### src/rtl/cmdq_pkg.sv
package cmdq_pkg;

    localparam logic [7:0] OP_NOP  = 8'h00;
    localparam logic [7:0] OP_WR   = 8'h01;
    localparam logic [7:0] OP_USEC = 8'h02;
    localparam logic [7:0] OP_VBL  = 8'h04;
    localparam logic [7:0] OP_IDX  = 8'h09;

    localparam logic [1:0] SEL_CTRL = 2'd0;
    localparam logic [1:0] SEL_HEAD = 2'd1;
    localparam logic [1:0] SEL_TAIL = 2'd2;

    localparam int OFF_W   = 20;
    localparam int CNT_W   = 32;
    localparam int ALIGN_B = 6;

    typedef enum logic [1:0] {
        K_SKIP,
        K_WRITE,
        K_INDEXED,
        K_WAIT
    } kind_t;

    typedef enum logic [3:0] {
        S_IDLE,
        S_VSYNC,
        S_REQ,
        S_RESP,
        S_DEC,
        S_WR,
        S_DLO,
        S_DHI,
        S_WAIT
    } state_t;

endpackage

### src/rtl/cmdq_decode.sv
module cmdq_decode
    import cmdq_pkg::*;
#(
    parameter int WAIT_W = 16
) (
    input  logic [63:0]       qword,
    output kind_t             kind,
    output logic              wait_vbl,
    output logic [OFF_W-1:0]  offset,
    output logic [3:0]        be,
    output logic [CNT_W-1:0]  lo_word,
    output logic [WAIT_W-1:0] wait_cnt
);

    logic [7:0] opcode;
    logic [3:0] be_field;

    always_comb begin
        opcode   = qword[63:56];
        be_field = qword[55:52];
        offset   = qword[32 +: OFF_W];
        lo_word  = qword[31:0];
        wait_cnt = qword[32 +: WAIT_W];
        be       = (be_field == 4'h0) ? 4'hF : be_field;
        wait_vbl = 1'b0;
        case (opcode)
            OP_WR:   kind = K_WRITE;
            OP_IDX:  kind = K_INDEXED;
            OP_USEC: kind = K_WAIT;
            OP_VBL: begin
                kind     = K_WAIT;
                wait_vbl = 1'b1;
            end
            default: kind = K_SKIP;
        endcase
    end

endmodule

### src/rtl/cmdq_timer.sv
module cmdq_timer #(
    parameter int CYC_PER_US = 100,
    parameter int WAIT_W     = 16
) (
    input  logic              clk,
    input  logic              rst_n,
    input  logic              vblank,
    input  logic              clear,
    input  logic              load,
    input  logic              load_vbl,
    input  logic [WAIT_W-1:0] count,
    output logic              vbl_rise,
    output logic              active
);

    localparam int SUB_W = (CYC_PER_US > 1) ? $clog2(CYC_PER_US) : 1;
    localparam logic [SUB_W-1:0] SUB_TOP = SUB_W'(CYC_PER_US - 1);

    typedef struct packed {
        logic              vbl;
        logic              run;
        logic              on_vbl;
        logic [WAIT_W-1:0] units;
        logic [SUB_W-1:0]  sub;
    } tmr_t;

    tmr_t r_d, r_q;

    always_comb begin
        r_d      = r_q;
        r_d.vbl  = vblank;
        vbl_rise = vblank && !r_q.vbl;
        if (clear) begin
            r_d.run = 1'b0;
        end else if (load) begin
            r_d.run    = 1'b1;
            r_d.on_vbl = load_vbl;
            r_d.units  = count;
            r_d.sub    = SUB_TOP;
        end else if (r_q.run) begin
            if (r_q.on_vbl) begin
                if (vbl_rise) begin
                    if (r_q.units == WAIT_W'(1)) r_d.run = 1'b0;
                    else r_d.units = r_q.units - WAIT_W'(1);
                end
            end else if (r_q.sub == '0) begin
                if (r_q.units == WAIT_W'(1)) begin
                    r_d.run = 1'b0;
                end else begin
                    r_d.units = r_q.units - WAIT_W'(1);
                    r_d.sub   = SUB_TOP;
                end
            end else begin
                r_d.sub = r_q.sub - SUB_W'(1);
            end
        end
    end

    always_ff @(posedge clk or negedge rst_n) begin
        if (!rst_n) r_q <= '0;
        else        r_q <= r_d;
    end

    assign active = r_q.run;

endmodule

### src/rtl/cmdq_cfg.sv
module cmdq_cfg
    import cmdq_pkg::*;
#(
    parameter int AW = 32
) (
    input  logic          clk,
    input  logic          rst_n,
    input  logic          cfg_wr,
    input  logic [1:0]    cfg_sel,
    input  logic [31:0]   cfg_wdata,
    input  logic          idle,
    output logic          start,
    output logic          abort,
    output logic          vbl_first,
    output logic [AW-1:0] head,
    output logic [AW-1:0] tail
);

    typedef struct packed {
        logic          en;
        logic          vbl;
        logic [AW-1:0] head;
        logic [AW-1:0] tail;
    } cfg_t;

    cfg_t c_d, c_q;
    logic tail_ok;

    always_comb begin
        c_d     = c_q;
        tail_ok = (cfg_wdata[ALIGN_B-1:0] == '0);
        start   = cfg_wr && (cfg_sel == SEL_TAIL) && tail_ok && c_q.en && idle;
        abort   = cfg_wr && (cfg_sel == SEL_CTRL) && !cfg_wdata[0];
        if (cfg_wr) begin
            case (cfg_sel)
                SEL_CTRL: begin
                    c_d.en  = cfg_wdata[0];
                    c_d.vbl = cfg_wdata[1];
                end
                SEL_HEAD: c_d.head = {cfg_wdata[AW-1:3], 3'b000};
                SEL_TAIL: if (start) c_d.tail = cfg_wdata[AW-1:0];
                default: ;
            endcase
        end
    end

    always_ff @(posedge clk or negedge rst_n) begin
        if (!rst_n) c_q <= '0;
        else        c_q <= c_d;
    end

    assign vbl_first = c_q.vbl;
    assign head      = c_q.head;
    assign tail      = c_q.tail;

endmodule

### src/rtl/cmdq_engine.sv
module cmdq_engine
    import cmdq_pkg::*;
#(
    parameter int AW         = 32,
    parameter int CYC_PER_US = 100,
    parameter int WAIT_W     = 16
) (
    input  logic          clk,
    input  logic          rst_n,
    input  logic          cfg_wr,
    input  logic [1:0]    cfg_sel,
    input  logic [31:0]   cfg_wdata,
    input  logic          vblank,
    output logic          busy,
    output logic          mem_req,
    output logic [AW-1:0] mem_addr,
    input  logic          mem_rvalid,
    input  logic [63:0]   mem_rdata,
    output logic          rw_valid,
    input  logic          rw_ready,
    output logic [19:0]   rw_addr,
    output logic [31:0]   rw_data,
    output logic [3:0]    rw_be
);

    localparam logic [AW-1:0] STEP = AW'(8);

    typedef struct packed {
        state_t           st;
        logic [AW-1:0]    ptr;
        logic [63:0]      qw;
        logic [CNT_W-1:0] rem;
        logic [OFF_W-1:0] off;
        logic [3:0]       be;
    } eng_t;

    eng_t e_d, e_q;

    logic          start, abort, vbl_first;
    logic [AW-1:0] head, tail;
    kind_t         kind;
    logic          dec_vbl;
    logic [OFF_W-1:0]  dec_off;
    logic [3:0]        dec_be;
    logic [CNT_W-1:0]  dec_lo;
    logic [WAIT_W-1:0] dec_cnt;
    logic          tmr_load, vbl_rise, tmr_active;

    cmdq_cfg #(.AW(AW)) u_cfg (
        .clk       (clk),
        .rst_n     (rst_n),
        .cfg_wr    (cfg_wr),
        .cfg_sel   (cfg_sel),
        .cfg_wdata (cfg_wdata),
        .idle      (e_q.st == S_IDLE),
        .start     (start),
        .abort     (abort),
        .vbl_first (vbl_first),
        .head      (head),
        .tail      (tail)
    );

    cmdq_decode #(.WAIT_W(WAIT_W)) u_dec (
        .qword    (e_q.qw),
        .kind     (kind),
        .wait_vbl (dec_vbl),
        .offset   (dec_off),
        .be       (dec_be),
        .lo_word  (dec_lo),
        .wait_cnt (dec_cnt)
    );

    cmdq_timer #(.CYC_PER_US(CYC_PER_US), .WAIT_W(WAIT_W)) u_tmr (
        .clk      (clk),
        .rst_n    (rst_n),
        .vblank   (vblank),
        .clear    (abort),
        .load     (tmr_load),
        .load_vbl (dec_vbl),
        .count    (dec_cnt),
        .vbl_rise (vbl_rise),
        .active   (tmr_active)
    );

    always_comb begin
        e_d      = e_q;
        mem_req  = 1'b0;
        rw_valid = 1'b0;
        tmr_load = 1'b0;
        case (e_q.st)
            S_IDLE: begin
                if (start) begin
                    e_d.ptr = head;
                    e_d.rem = '0;
                    e_d.st  = vbl_first ? S_VSYNC : S_REQ;
                end
            end
            S_VSYNC: begin
                if (vbl_rise) e_d.st = S_REQ;
            end
            S_REQ: begin
                if (e_q.ptr == tail) begin
                    e_d.st = S_IDLE;
                end else begin
                    mem_req = 1'b1;
                    e_d.st  = S_RESP;
                end
            end
            S_RESP: begin
                if (mem_rvalid) begin
                    e_d.qw  = mem_rdata;
                    e_d.ptr = e_q.ptr + STEP;
                    e_d.st  = (e_q.rem != '0) ? S_DLO : S_DEC;
                end
            end
            S_DEC: begin
                e_d.st = S_REQ;
                case (kind)
                    K_WRITE: begin
                        e_d.off = dec_off;
                        e_d.be  = dec_be;
                        e_d.st  = S_WR;
                    end
                    K_INDEXED: begin
                        e_d.off = dec_off;
                        e_d.be  = dec_be;
                        e_d.rem = dec_lo;
                    end
                    K_WAIT: begin
                        if (dec_cnt != '0) begin
                            tmr_load = 1'b1;
                            e_d.st   = S_WAIT;
                        end
                    end
                    default: ;
                endcase
            end
            S_WR: begin
                rw_valid = 1'b1;
                if (rw_ready) e_d.st = S_REQ;
            end
            S_DLO: begin
                rw_valid = 1'b1;
                if (rw_ready) begin
                    e_d.rem = e_q.rem - CNT_W'(1);
                    e_d.st  = (e_q.rem == CNT_W'(1)) ? S_REQ : S_DHI;
                end
            end
            S_DHI: begin
                rw_valid = 1'b1;
                if (rw_ready) begin
                    e_d.rem = e_q.rem - CNT_W'(1);
                    e_d.st  = S_REQ;
                end
            end
            S_WAIT: begin
                if (!tmr_active) e_d.st = S_REQ;
            end
            default: e_d.st = S_IDLE;
        endcase
        if (abort) begin
            e_d.st  = S_IDLE;
            e_d.rem = '0;
        end
    end

    always_ff @(posedge clk or negedge rst_n) begin
        if (!rst_n) begin
            e_q    <= '0;
            e_q.st <= S_IDLE;
        end else begin
            e_q <= e_d;
        end
    end

    assign busy     = (e_q.st != S_IDLE);
    assign mem_addr = e_q.ptr;
    assign rw_addr  = e_q.off;
    assign rw_be    = e_q.be;
    assign rw_data  = (e_q.st == S_DHI) ? e_q.qw[63:32] : e_q.qw[31:0];

endmodule

### config.mk
export PLATFORM = sky130hd
export DESIGN_NAME = cmdq_engine
export DESIGN_NICKNAME = d
export VERILOG_FILES = /design/src/rtl/cmdq_pkg.sv /design/src/rtl/cmdq_decode.sv /design/src/rtl/cmdq_timer.sv /design/src/rtl/cmdq_cfg.sv /design/src/rtl/cmdq_engine.sv
export SDC_FILE = /design/constraint.sdc
export NUM_CORES = 1
export LEC_CHECK = 0
export BUFFER_PORTS_ARGS = -buffer_cell sky130_fd_sc_hd__buf_2
export CAP_MARGIN = 20
export CORE_ASPECT_RATIO = 1.5
export CORE_MARGIN = 2
export CORE_UTILIZATION = 30
export DETAILED_ROUTE_END_ITERATION = 8
export MAX_ROUTING_LAYER = met4
export PLACE_DENSITY = 0.54
export SYNTH_ARGS = -nofsm -noshare
export SYNTH_HDL_FRONTEND = slang
export SYNTH_SLANG_ARGS = --single-unit
export TNS_END_PERCENT = 10
### constraint.sdc
create_clock -name clk -period 3.3 [get_ports clk]
set_clock_uncertainty 0.05 [all_clocks]
set_input_delay 0.66 -clock clk [delete_from_list [all_inputs] [get_ports clk]]
set_output_delay 0.66 -clock clk [all_outputs]
set_load 0.01 [all_outputs]
==> impl_metrics.py, run 1 <==
metrics = {
    "sta": {
        "min_period_ns": 3.177,
        "rsz0062_at_grt": "no",
        "worstMarginPinSlew_ns": 1.105,
        "tns_ns": 0,
        "setup_violations": 0,
        "fmax_mhz": 314.8,
        "min_period_over_period": 0.9627,
        "relSlewSlack": 0.2631,
        "hold_violations": 0,
        "slew_viol_final": 0,
    },
    "global_route": {
        "antenna_found_initial": 8,
        "grt_max_degree": 72,
        "grt_usage": 0.1814,
        "grt_pass1_vias": 11190,
        "grt_pass1_wl_mm": 63.16,
        "grt_overflow": 0,
    },
    "floorplan": {
        "core_area_mm2": 0.04213,
        "ioPinCount": 195,
        "rows": 92,
        "initial_core_util": 0.3045,
        "fp.dieArea_mm2": 0.04447,
        "die_h_um": 257.3,
        "die_x_um": 172.8,
    },
    "worst_setup_path": {
        "crit_slowest_cell": "mux2_2",
        "path_max_fanout": 17,
        "cp-start-kind": "flop",
        "worst-path-buf-inv": 3,
        "cp_top_family": "buffers and inverters",
        "slowest_delay_ns": 0.43,
        "crit_top_cell": "buf_4",
        "crit_type": "flop to output port",
        "critical_path_required_ns": 2.59,
        "crit_arrival_ns": 2.47,
        "worst_setup_path_end_kind": "output port",
        "path_cells": "buf_4 -> and2b_1 -> and2_1 -> nand2_1 -> buf_4 -> mux2_2 -> buf_2",
    },
    "finish": {
        "finish.net_count": 1622,
        "drive_gt1_frac": 0.2801,
        "seq_area_mm2": 0.006056,
        "fillers": 4376,
        "multi_input_area_mm2": 0.006011,
        "area_growth_pct": 19.50,
        "final_area_mm2": 0.01533,
        "fin_util": 0.3639,
        "layout.cells.non_filler": 2100,
    },
    "place": {
        "dp_hpwl_mm": 28.40,
        "globalplace.congestion": 0.8609,
        "dp.cells": 2040,
        "postPlaceCellArea_mm2": 0.01423,
        "io_buffer_count": 191,
    },
    "synth": {
        "syn_inst": 1364,
        "synth_warnings": 0,
        "synth_top_family_by_area": "simple AND/OR/NAND/NOR gates",
        "ys_types": 78,
        "synth-adder-area-share": 0.01170,
        "yosys.area.top_type": "dfrtp_1",
        "yosys.area.top_type_share": 0.4721,
        "synthXorXnorAreaFrac": 0.02390,
        "synthArstFlopShare": 1.000,
        "synth.area.top_cells": "dfrtp_1, mux2_2, nand2_1",
        "synth-compound-area-share": 0.1364,
        "ys_ff_latch": 242,
        "synthMuxAreaShare": 0.09724,
        "yosysSeqAreaShare": 0.4721,
        "synthSimpleGateAreaFrac": 0.1941,
        "netlist_area_mm2": 0.01283,
        "synth_area_per_cell_um2": 9.405,
        "synth_edf_count": 0,
        "synth_top_flop_cell": "dfrtp_1",
    },
    "clock_network": {
        "clk_root_buffer_cell": "clkbuf_16",
        "clock_latency_ns": 0.57,
        "cts.sinks": 242,
        "hold_buffers": 0,
        "cts_buffers": 28,
        "cts_setup_buffers": 0,
        "cts_tree": "built",
        "h-tree-depth": 1,
        "clk_pin_slew_ns": 0.06,
        "cts_buffer_depth": 3,
    },
    "power_and_ir_drop": {
        "swShare": 0.3894,
        "power.switching_w": 0.004838,
        "clock_power_share": 0.284,
        "pwr-share-comb": 0.334,
        "p_per_area_mw_per_mm2": 810.4,
        "intPower_w": 0.007585,
        "power_w": 0.01242,
        "ir_drop_mv": 0.4984,
        "leakage_nw": 7.294,
        "pwr-share-seq": 0.382,
    },
    "route": {
        "avgViaCountPerCell": 5.087,
        "dr.pass1.iters": 5,
        "ant_nets": 0,
        "drc_errors": 0,
        "wire_per_inst_um": 18.85,
        "totalWireLength_mm": 39.59,
        "drt_iter0_drc": 684,
        "via_count": 10680,
    },
    "status": {
        "status": "completed",
    },
    "job": {
        "max_cap_violations": 0,
    },
    "min_path": {
        "hold_class": "input port to asynchronous set/reset pin",
    },
}
[kinds of logic (layout without fill, tap and decap cells)]
logic type / after synthesis / after routing
simple gates: 529 / 529
compound gates: 276 / 276
flops: 242 / 242
buf+inv: 158 / 320
mux: 111 / 111
xor+xnor: 35 / 35
fa+ha+maj: 12 / 12
other cells: 1 / 11
[flip-flops by register name (all words and copies together), names as in the netlist]
signal and cells:
e_q 100, u_cfg.tail 32, mem_addr 29, u_cfg.head 29, u_tmr.r_q 25, rw_addr 20, rw_be 4, u_cfg.c_q 1
u_cfg.vbl_first 1, u_tmr.active 1
[metrics by stage]
step	hold WS (ns)	worst slack [ns]
after floorplan	0.3144	0.3403
after global placement	0.4167	0.2535
after detailed placement	0.4157	0.1619
after CTS	0.01489	0.01971
after global routing	0.03535	0.0006140
final	0.008942	0.1230
[synthesized netlist by cell type (7+ instances only)]
library cell / n
nor4_1: 31
nand2_1: 268
buf_2: 12
buf_1: 8
a22oi_1: 13
xor2_1: 35
o21ai_0: 90
a31oi_1: 10
nand3_1: 26
a21oi_1: 80
ha_1: 12
or4_1: 9
nand4_1: 15
clkbuf_1: 53
nor3_1: 31
a22o_1: 7
and3_1: 9
inv_1: 28
nor2_1: 77
buf_4: 56
and2_1: 11
or3_1: 8
a32oi_1: 11
dfrtp_1: 242
a32o_1: 9
mux2_2: 109
[area by class of cell]
class                   count  area share
well taps                 564     0.04603
clock inverters            21     0.02065
repair buffers            240     0.09027
multi-input cells         966      0.3921
flip-flops and latches    242      0.3950
clock buffers              31     0.04775
inverters                  28    0.006856
diodes                      8    0.001306
[layout by cell type (no fill, tap or decap), drive strengths merged, types with 15 or more instances in the layout]
| master | instances |
|---|---|
| a21oi | 81 |
| buf | 240 |
| clkbuf | 31 |
| dfrtp | 242 |
| inv | 30 |
| mux2 | 109 |
| nand2 | 269 |
| nand3 | 26 |
| nand4 | 15 |
| nor2 | 78 |
| nor3 | 32 |
| nor4 | 32 |
| o21ai | 94 |
| xor2 | 35 |
[per-layer routing]
layer,share of wire,global-route usage
met5,0,-
met3,0.050,0.02852
met1,0.39,0.2003
met4,0.040,0.07768
met2,0.52,0.3229
[what timing repair did]
item                                    CTS  global route
endpoints found under the setup margin    1            16
pin swaps                                 0             1
resized for setup                         3             3
[power by group through the flow]
stage          sequential, W  combinational, W  clock [W]
6_report             0.00475           0.00415    0.00352
5_1_grt              0.00488           0.00461    0.00376
4_1_cts              0.00475           0.00419    0.00363
3_5_place_dp         0.00479           0.00415          0
3_3_place_gp         0.00478           0.00410          0
2_1_floorplan        0.00438           0.00297          0
[path summary, 6_finish.rpt]
kind,start,to,slack [ns],depth (start not counted)
setup / recovery,e_q[155],rw_data[31],0.12,7
hold / removal,rst_n,e_q[105],0.009,1
setup reg to reg,e_q[114],e_q[43],0.24,10
hold reg to reg,rw_be[0],rw_be[0],0.43,2
max in group asynchronous,rst_n,u_cfg.tail[13],2.39,2
min in group clk,vblank,u_tmr.r_q[25],0.16,1
No activity file was read; power rests on OpenSTA's default activity.
==> run 2: changes to the inputs <==
- CORE_ASPECT_RATIO: 1.5 -> 1.4
==> run 2 against run 1 <==
- fmax up 0.17%
- largest cell class unchanged
- critical endpoint is now rw_data[28]
- die area is essentially flat
- power down 3.4%
- clock power down 11%
- register-to-register slack improved by 0.06 ns
- worst hold slack better by 0.028 ns
==> impl_metrics.py, run 2 (synthesis results as in run 1) <==
metrics = {
    "status": {
        "status": "completed",
    },
    "worst_setup_path": {
        "path_max_fanout": 17,
        "crit_slowest_cell": "mux2_2",
        "rr_worst_depth": 10,
        "r2r-end": "e_q[24]",
        "worst-path-buf-inv": 3,
        "path_cells": "buf_4 -> and2b_1 -> and2_1 -> nand2_1 -> buf_4 -> mux2_2 -> buf_2",
        "slowest_delay_ns": 0.38,
        "cp-start-kind": "flop",
        "worst_setup_path_end_kind": "output port",
        "crit_arrival_ns": 2.46,
        "crit_top_cell": "buf_4",
        "rr_startpoint": "e_q[112]",
        "cp_top_family": "buffers and inverters",
        "crit_type": "flop to output port",
        "r2r_slack_ns": 0.30,
        "critical_path_required_ns": 2.59,
    },
    "job": {
        "max_cap_violations": 0,
    },
    "route": {
        "wire_per_inst_um": 18.90,
        "routed-wl-met3_mm": 2.015,
        "totalWireLength_mm": 39.31,
        "met2_length_mm": 20.00,
        "dr.pass1.iters": 6,
        "ant_nets": 0,
        "drc_errors": 0,
        "topRoutingLayerUsed": "met4",
        "drt-met1-wl_mm": 15.80,
        "drt_iter0_drc": 606,
        "avgViaCountPerCell": 5.163,
        "via_count": 10740,
    },
    "sta": {
        "worstMarginPinSlew_ns": 0.7378,
        "min_period_over_period": 0.9611,
        "setup_violations": 0,
        "fmax_mhz": 315.3,
        "rsz0062_at_grt": "yes",
        "slew_viol_final": 0,
        "hold_violations": 0,
        "relSlewSlack": 0.5058,
        "min_period_ns": 3.172,
    },
    "clock_network": {
        "clk_root_buffer_cell": "clkbuf_16",
        "clock_latency_ns": 0.56,
        "clk_pin_slew_ns": 0.06,
        "cts_buffer_depth": 3,
        "cts.sinks": 242,
        "cts_tree": "built",
        "h-tree-depth": 1,
        "cts_buffers": 28,
        "cts_setup_buffers": 0,
        "hold_buffers": 0,
    },
    "floorplan": {
        "rows": 89,
        "core_area_mm2": 0.04220,
        "ioPinCount": 195,
        "die_x_um": 178.8,
        "initial_core_util": 0.3040,
        "fp.dieArea_mm2": 0.04446,
        "die_h_um": 248.7,
    },
    "power_and_ir_drop": {
        "p_per_area_mw_per_mm2": 790.8,
        "ir_drop_mv": 0.4267,
        "leakage_nw": 7.263,
        "power_w": 0.01201,
    },
    "place": {
        "globalplace.congestion": 0.8694,
        "dp.cells": 2025,
        "io_buffer_count": 191,
        "postPlaceCellArea_mm2": 0.01424,
        "dp_hpwl_mm": 28.19,
    },
    "global_route": {
        "grt_pass1_wl_mm": 61.98,
        "grt_max_degree": 78,
        "grt_usage": 0.1811,
        "grt_pass1_vias": 10920,
        "grt_overflow": 0,
        "antenna_found_initial": 6,
    },
    "finish": {
        "fin_util": 0.3598,
        "largest_reg_flops": 100,
        "area_growth_pct": 18.36,
        "drive_gt1_frac": 0.2742,
        "top_register": "e_q",
        "most-common-layout-cells": "nand2_1, dfrtp_1, buf_2, mux2_2, o21ai_0",
        "finish.net_count": 1625,
        "final_area_mm2": 0.01518,
        "layout.cells.non_filler": 2080,
        "layout_commonest_cell": "nand2_1",
    },
    "min_path": {
        "hold_class": "input port to asynchronous set/reset pin",
    },
}
-- run 2: worst max-delay path by stage --
stage	from	to	slack [ns]	cells after the start
after detailed placement	e_q[117]	e_q[43]	0.09	10
after floorplan	e_q[112]	e_q[50]	0.34	12
after CTS	mem_addr[11]	mem_req	0.05	7
final	e_q[155]	rw_data[28]	0.13	7
after global placement	e_q[117]	e_q[43]	0.18	10
after global routing	e_q[155]	rw_data[29]	-0.0001	7
-- run 2: layout make-up --
cell class                      count  area (um^2)
Timing Repair Buffer              243         1419
Multi-Input combinational cell    966         5992
Clock buffer                       41        820.8
Antenna cell                        6        15.01
Inverter                           28        105.1
Fill cell                        4324        27020
Sequential cell                   242         6056
Tap cell                          546        683.2
Clock inverter                      8        92.59
-- run 2: per-layer routing --
| layer | track usage | vias to the layer above |
|---|---|---|
| met2 | 0.3074 | 311 |
| met1 | 0.2123 | 5290 |
| met3 | 0.02691 | 78 |
| li1 | - | 5059 |
| met5 | - | - |
| met4 | 0.07456 | 0 |
-- run 2: per-stage QoR --
step | setup slack [ns] | setup TNS, ns | hold WS [ns]
floorplan | 0.3403 | 0 | 0.3144
global placement | 0.1787 | 0 | 0.4129
detailed placement | 0.09123 | 0 | 0.4251
CTS | 0.04926 | 0 | 0.05769
global route | -0.0001312 | -0.0001312 | 0.07422
finish | 0.1282 | 0 | 0.03723
-- run 2: what timing repair did --
item | 4_1_cts | 5_1_grt
pin swaps | 0 | 0
setup endpoints to repair | 1 | 18
resized for setup | 1 | 2
-- run 2: power breakdown --
group / internal, W / switching (W)
logic: 0.00167 / 0.00247
registers: 0.00375 / 0.000976
clock network: 0.00186 / 0.00126
total: 0.00729 / 0.00471
